File: src/rtl/dbg_entry_pkg.sv
package dbg_entry_pkg;
  localparam int DBG_LEVEL    = 6;
  localparam int CB_ICOUNT    = 0;
  localparam int CB_IBREAK    = 1;
  localparam int CB_DBREAK    = 2;
  localparam int CB_BRK_WIDE  = 3;
  localparam int CB_BRK_NARROW = 4;
  localparam int CB_IDX_LSB   = 8;
  localparam int PS_LOW_W     = 5;
  localparam int PS_EXCM_BIT  = 4;
endpackage

File: src/rtl/dbg_level_gate.sv
module dbg_level_gate #(
  parameter int LVL_W = 4,
  parameter int LEVEL = 6
) (
  input  logic             valid_i,
  input  logic             any_trig_i,
  input  logic [LVL_W-1:0] level_i,
  output logic             accept_o
);
  localparam logic [LVL_W-1:0] LEVEL_V = LVL_W'(LEVEL);

  always_comb begin
    accept_o = valid_i && any_trig_i && (level_i < LEVEL_V);
  end
endmodule

File: src/rtl/dbg_cause_sel.sv
module dbg_cause_sel
  import dbg_entry_pkg::*;
#(
  parameter int IDX_W   = 2,
  parameter int CAUSE_W = CB_IDX_LSB + IDX_W
) (
  input  logic               icount_i,
  input  logic               ibreak_i,
  input  logic               brk_wide_i,
  input  logic               brk_narrow_i,
  input  logic               dbreak_i,
  input  logic [IDX_W-1:0]   dbreak_idx_i,
  output logic               any_o,
  output logic [CAUSE_W-1:0] cause_o
);
  always_comb begin
    cause_o = '0;
    any_o   = icount_i | ibreak_i | brk_wide_i | brk_narrow_i | dbreak_i;
    if (icount_i) begin
      cause_o[CB_ICOUNT] = 1'b1;
    end else if (ibreak_i) begin
      cause_o[CB_IBREAK] = 1'b1;
    end else if (brk_wide_i) begin
      cause_o[CB_BRK_WIDE] = 1'b1;
    end else if (brk_narrow_i) begin
      cause_o[CB_BRK_NARROW] = 1'b1;
    end else if (dbreak_i) begin
      cause_o[CB_DBREAK] = 1'b1;
      cause_o[CB_IDX_LSB +: IDX_W] = dbreak_idx_i;
    end
  end
endmodule

File: src/rtl/dbg_entry_arbiter.sv
module dbg_entry_arbiter
  import dbg_entry_pkg::*;
#(
  parameter int              PC_W   = 32,
  parameter int              IDX_W  = 2,
  parameter int              LVL_W  = 4,
  parameter logic [PC_W-1:0] VECTOR = 32'h0000_0280
) (
  input  logic                       clk,
  input  logic                       rst_n,
  input  logic                       req_valid,
  input  logic [PC_W-1:0]            req_pc,
  input  logic [LVL_W-1:0]           cur_level,
  input  logic                       trg_icount,
  input  logic                       trg_ibreak,
  input  logic                       trg_brk_wide,
  input  logic                       trg_brk_narrow,
  input  logic                       trg_dbreak,
  input  logic [IDX_W-1:0]           trg_dbreak_idx,
  output logic [CB_IDX_LSB+IDX_W-1:0] cause_o,
  output logic [PC_W-1:0]            epc_o,
  output logic [PS_LOW_W-1:0]        ps_low_o,
  output logic                       ps_low_we_o,
  output logic                       redirect_o,
  output logic [PC_W-1:0]            redirect_pc_o
);
  localparam int CAUSE_W = CB_IDX_LSB + IDX_W;
  localparam logic [PS_LOW_W-1:0] PS_ENTRY =
    PS_LOW_W'((1 << PS_EXCM_BIT) | DBG_LEVEL);

  logic               rst_s0, rst_sync_n;
  logic               any_trig, accept;
  logic [CAUSE_W-1:0] cause_sel;
  logic [CAUSE_W-1:0] cause_d;
  logic [PC_W-1:0]    epc_d;
  logic [PS_LOW_W-1:0] ps_low_d;

  always_ff @(posedge clk or negedge rst_n) begin
    if (!rst_n) begin
      rst_s0     <= 1'b0;
      rst_sync_n <= 1'b0;
    end else begin
      rst_s0     <= 1'b1;
      rst_sync_n <= rst_s0;
    end
  end

  dbg_cause_sel #(.IDX_W(IDX_W), .CAUSE_W(CAUSE_W)) u_sel (
    .icount_i     (trg_icount),
    .ibreak_i     (trg_ibreak),
    .brk_wide_i   (trg_brk_wide),
    .brk_narrow_i (trg_brk_narrow),
    .dbreak_i     (trg_dbreak),
    .dbreak_idx_i (trg_dbreak_idx),
    .any_o        (any_trig),
    .cause_o      (cause_sel)
  );

  dbg_level_gate #(.LVL_W(LVL_W), .LEVEL(DBG_LEVEL)) u_gate (
    .valid_i    (req_valid),
    .any_trig_i (any_trig),
    .level_i    (cur_level),
    .accept_o   (accept)
  );

  always_comb begin
    cause_d  = cause_o;
    epc_d    = epc_o;
    ps_low_d = ps_low_o;
    if (accept) begin
      cause_d  = cause_sel;
      epc_d    = req_pc;
      ps_low_d = PS_ENTRY;
    end
  end

  always_ff @(posedge clk or negedge rst_sync_n) begin
    if (!rst_sync_n) begin
      cause_o     <= '0;
      epc_o       <= '0;
      ps_low_o    <= '0;
      ps_low_we_o <= 1'b0;
      redirect_o  <= 1'b0;
    end else begin
      cause_o     <= cause_d;
      epc_o       <= epc_d;
      ps_low_o    <= ps_low_d;
      ps_low_we_o <= accept;
      redirect_o  <= accept;
    end
  end

  assign redirect_pc_o = VECTOR;
endmodule

File: config.mk
export PLATFORM = sky130hd
export DESIGN_NAME = dbg_entry_arbiter
export DESIGN_NICKNAME = d
export VERILOG_FILES = /design/src/rtl/dbg_entry_pkg.sv /design/src/rtl/dbg_level_gate.sv /design/src/rtl/dbg_cause_sel.sv /design/src/rtl/dbg_entry_arbiter.sv
export SDC_FILE = /design/constraint.sdc
export NUM_CORES = 1
export LEC_CHECK = 0
export BUFFER_PORTS_ARGS = -buffer_cell sky130_fd_sc_hd__buf_2
export CORE_ASPECT_RATIO = 0.75
export CORE_MARGIN = 3
export CORE_UTILIZATION = 40
export CTS_CLUSTER_DIAMETER = 60
export DETAILED_ROUTE_END_ITERATION = 10
export GPL_TIMING_DRIVEN = 0
export PLACE_DENSITY = 0.81
export SYNTH_ARGS = -nofsm -noshare
export SYNTH_HDL_FRONTEND = slang
export SYNTH_HIERARCHICAL = 1
export SYNTH_SLANG_ARGS = --single-unit
File: constraint.sdc
create_clock -name clk -period 1.7 [get_ports clk]
set_clock_uncertainty 0.2 [all_clocks]
set_input_delay 0 -clock clk [delete_from_list [all_inputs] [get_ports clk]]
set_output_delay 0 -clock clk [all_outputs]
set_load 0.1 [all_outputs]
* Word-level counts from Yosys, hierarchy flattened *
Index checks and enable logic that the tools add are counted.

cells by class
  add/subtract/negate cells = 0
  multipliers = 0
  divide/modulo/power cells = 0
  $lt $le $gt $ge = 1
  equality and inequality tests = 0
  shift-type cells = 0
  mux-type cells = 15
  bitwise operators = 4
  reductions and logical operators = 2

operators by type and width
  operator            count
  $mux 2              5
  $mux 1              8
  $lt 4x3->1 const B  1
  $mux 4              1
  $or 1x1->1          4
  $mux 3              1
  $logic_and 1x1->1   2

word-level totals
  register bits after elaboration = 43
  bits in latches = 0
  memory bits (writable) = 0
  ROM bits = 0
  bits of input ports = 46
  output and inout port bits = 81
  logic and storage cells = 28
  memories = 0

* Longest topological paths before layout *
  depth after elaboration = 6
  depth in mapped cells = 7
  mapped depth without buffers = 5

* Modules after synthesis *
Netlist, hierarchy kept.

by module, submodules not included
  module             instances  cells an instance  area an instance (um^2)  sequential area each (um^2)
  dbg_entry_arbiter  1          133                2153.3                   1151.1
  dbg_cause_sel      1          13                 97.6                     0.0
  dbg_level_gate     1          2                  16.3                     0.0

* Worst setup path before layout *
No wires, ideal clock.

  path kind = register to output
  start = register, netlist name ps_low_o[1]
  end = output port ps_low_o[2]
  arrival time = 1.351 ns
  required time = 1.500 ns
  slack = 0.149 ns
  stages on the path, launching flop included = 2
  path buffers = 1
  cells stage by stage = dfrtp_1 buf_4

RTL lines
  element    RTL line                 RTL
  to (decl)  dbg_entry_arbiter.sv:22  output logic [PS_LOW_W-1:0] ps_low_o,

No word-level cell between the ends.

* Worst setup path in the final report *
  start = input port trg_dbreak_idx[0]
  end = register cause_o[8]

between the ends
  word-level cells in the longest chain between the ends = 5

RTL lines
  element                 RTL line                 RTL
  from (decl)             dbg_entry_arbiter.sv:19  input logic [IDX_W-1:0] trg_dbreak_idx,
  $mux 2                  dbg_cause_sel.sv:27      end else if (dbreak_i) begin
  $mux 2                  dbg_cause_sel.sv:25      end else if (brk_narrow_i) begin
  $mux 2                  dbg_cause_sel.sv:23      end else if (brk_wide_i) begin
  $mux 2                  dbg_cause_sel.sv:21      end else if (ibreak_i) begin
  $mux 2                  dbg_cause_sel.sv:19      if (icount_i) begin
  named net cause_sel[8]  dbg_entry_arbiter.sv:33  logic [CAUSE_W-1:0] cause_sel;
  to (signal assigned)    dbg_entry_arbiter.sv:85  cause_o <= cause_d;
  to (decl)               dbg_entry_arbiter.sv:20  output logic [CB_IDX_LSB+IDX_W-1:0] cause_o,

The timed path passes the listed nets, and every way through them passes these cells.
A chain may end at the register's enable or synchronous reset.

==> results.cfg <==
[run_status]
outcome = finished, violations left
violations = negative hold slack

[route]
via_count = 1612
via_per_inst = 4.01
drtAntennaViolNets = 0
post-route-drc-count = 0
drt_iter0_drc = 9
wl_per_cell_um = 12.3
routed_wl_mm = 4.95
drtPass1Iterations = 3

[timing]
hold_viol = 11
drv_slew = 0
min_period_ns = 1.63
setup_viol = 0
fin_tns_setup_ns = 0
finalCritPeriodShare_pct = 96.0
clock.fmax_ghz = 0.613
whs_ns = -0.0118
grt_setup_unrepaired = false

[cts]
clock-sinks = 46
cts_tree = yes
clk_pin_slew_ns = 0.09
postCtsSetupBuffers = 0
clock_latency_ns = 0.29
postCtsHoldBufs = 44
clockBufferDepth = 2
clockRootBuffer = clkbuf_8
cts_max_level = 2
cts_inserted_buffers = 5
ctsResizeCount = 0

[die]
die_width_um = 92.9
die_area_sq_um = 6620
ios = 127
rows = 23
start_util_pct = 41.9
die_h_um = 71.2
core-area_sq_um = 5410

[worst_setup_path]
cp.arrival_ns = 1.61
setup.worst_path.start_class = input port
path_class = in -> reg
cp-end-kind = flop
path_cells = dlygate4sd3_1 -> buf_2 -> and3_1 -> dlygate4sd3_1 -> mux2_4
required_ns = 1.68
crit_fanout = 1
cp_top_family = buffers and inverters
max_stage_delay_ns = 0.56
crit_top_cell = dlygate4sd3_1
crit_buf_inv = 3
cpMaxStageDelayCell = dlygate4sd3_1

[grt]
grt_overflow = 0
grt_antenna_before_repair = 0
grt_pass1_wl_mm = 8.16
grt.total_usage_pct = 15.7
grt_pass1_vias = 1699
grt_max_degree = 31

[finish]
area_growth_pct = 55.2
stdcell_area_sq_um = 3520
n_antenna_cell = 0
layout.cells.non_filler = 402
drive_above_1_share_pct = 58.7
nNetsFinal = 372

[logic_synthesis]
ys_seq_area_share_pct = 50.8
synth_top_flop_cell = dfrtp_1
synth.top_cell.area_share_pct = 50.8
synth.area.top_cells = dfrtp_1, mux2_4, buf_4
ys_ff_latch = 46
netlist_top_cells_count = dfrtp_1, buf_4, mux2_4, buf_12
ys_types = 17
yosysMostFrequentCell = dfrtp_1
yosys_warnings = 6
synth_edf_count = 0
async_reset_ff_share_pct = 100
synth_area_sq_um = 2270
netlist_instances = 148
syn_area_per_cell_sq_um = 15.3
yosysTopAreaCell = dfrtp_1

[power_and_ir_drop]
p_per_area_nw_per_um2 = 1280
ir_drop_mv = 0.662
p_leak_nw = 1.88

[job]
maxCapViolCount = 0

[placed_design]
hpwlAfterDp_mm = 3.19
gp_congestion = 0.628
dp_cells = 350
portBuffers = 91
place_area_sq_um = 2970

[min_path]
min_path_type = reg -> async
per-stage QoR:
stage	hold WS, ns	total power, W	utilization (%)	setup WS (ns)
floorplan	-0.496	0.00335	-	0.125
global placement	-0.412	0.00363	54.5	-0.342
detailed placement	-0.412	0.00365	54.9	0.0159
CTS	0.00516	0.00453	65.1	0.105
global route	0.0263	0.00466	65.1	0.0358
finish	-0.0118	0.00450	65.1	0.0680
cells by family after synthesis:
group	share of synthesized area (%)
DFF	50.8
other	0.497
AOI/OAI and AO/OA	0.552
and+or+nand+nor	3.26
buffers and inverters	17.6
muxes	27.3
sequential cells by signal (all words and copies together) (netlist names):
signal and flops:
ps_low_we_o 1, rst_sync_n 1, ps_low_o 1, epc_o 32, rst_s0 1, cause_o 10
per-layer routing:
layer	GRT usage (%)	wire length (um)	vias up
met1	18.3	1970	758
met2	28.5	2550	73
met4	4.39	67	0
li1	-	-	772
met5	0	0	-
met3	4.36	361	9
cell usage in the layout, fill, tap and decap left out, drive strengths merged, types with 2 or more instances in the layout:
| cell | Yosys | final |
|---|---|---|
| and3 | 2 | 2 |
| buf | 46 | 138 |
| clkbuf | 0 | 6 |
| conb | 3 | 38 |
| dfrtp | 46 | 46 |
| dlygate4sd3 | 0 | 44 |
| mux2 | 42 | 42 |
report_power, final:
group,switching [W],total [W],internal [W]
Sequential,0.0000991,0.00136,0.00126
Clock,0.000349,0.000787,0.000439
Combinational,0.00182,0.00235,0.000528
Total,0.00227,0.00450,0.00223
area by class of cell:
class,count,area (sq um)
plain buffers,46,399
clock buffers,6,72.6
clock inverters,2,37.5
fillers,406,1890
multi-input cells,91,848
flip-flops and latches,46,1150
well taps,75,93.8
repair buffers,136,916
final timing paths:
path                                    from    endpoint  slack (ns)  cells after the start
min reg2reg                       rst_sync_n  cause_o[8]       -0.01                      0
min                               rst_sync_n  cause_o[8]       -0.01                      0
min in group clk              trg_brk_narrow  cause_o[4]        0.04                      3
max                        trg_dbreak_idx[0]  cause_o[8]        0.07                      5
max reg2reg                         epc_o[2]    epc_o[2]        0.72                      1
max in group asynchronous              rst_n  rst_sync_n        0.80                      3
(Power assumes the default switching activity.)
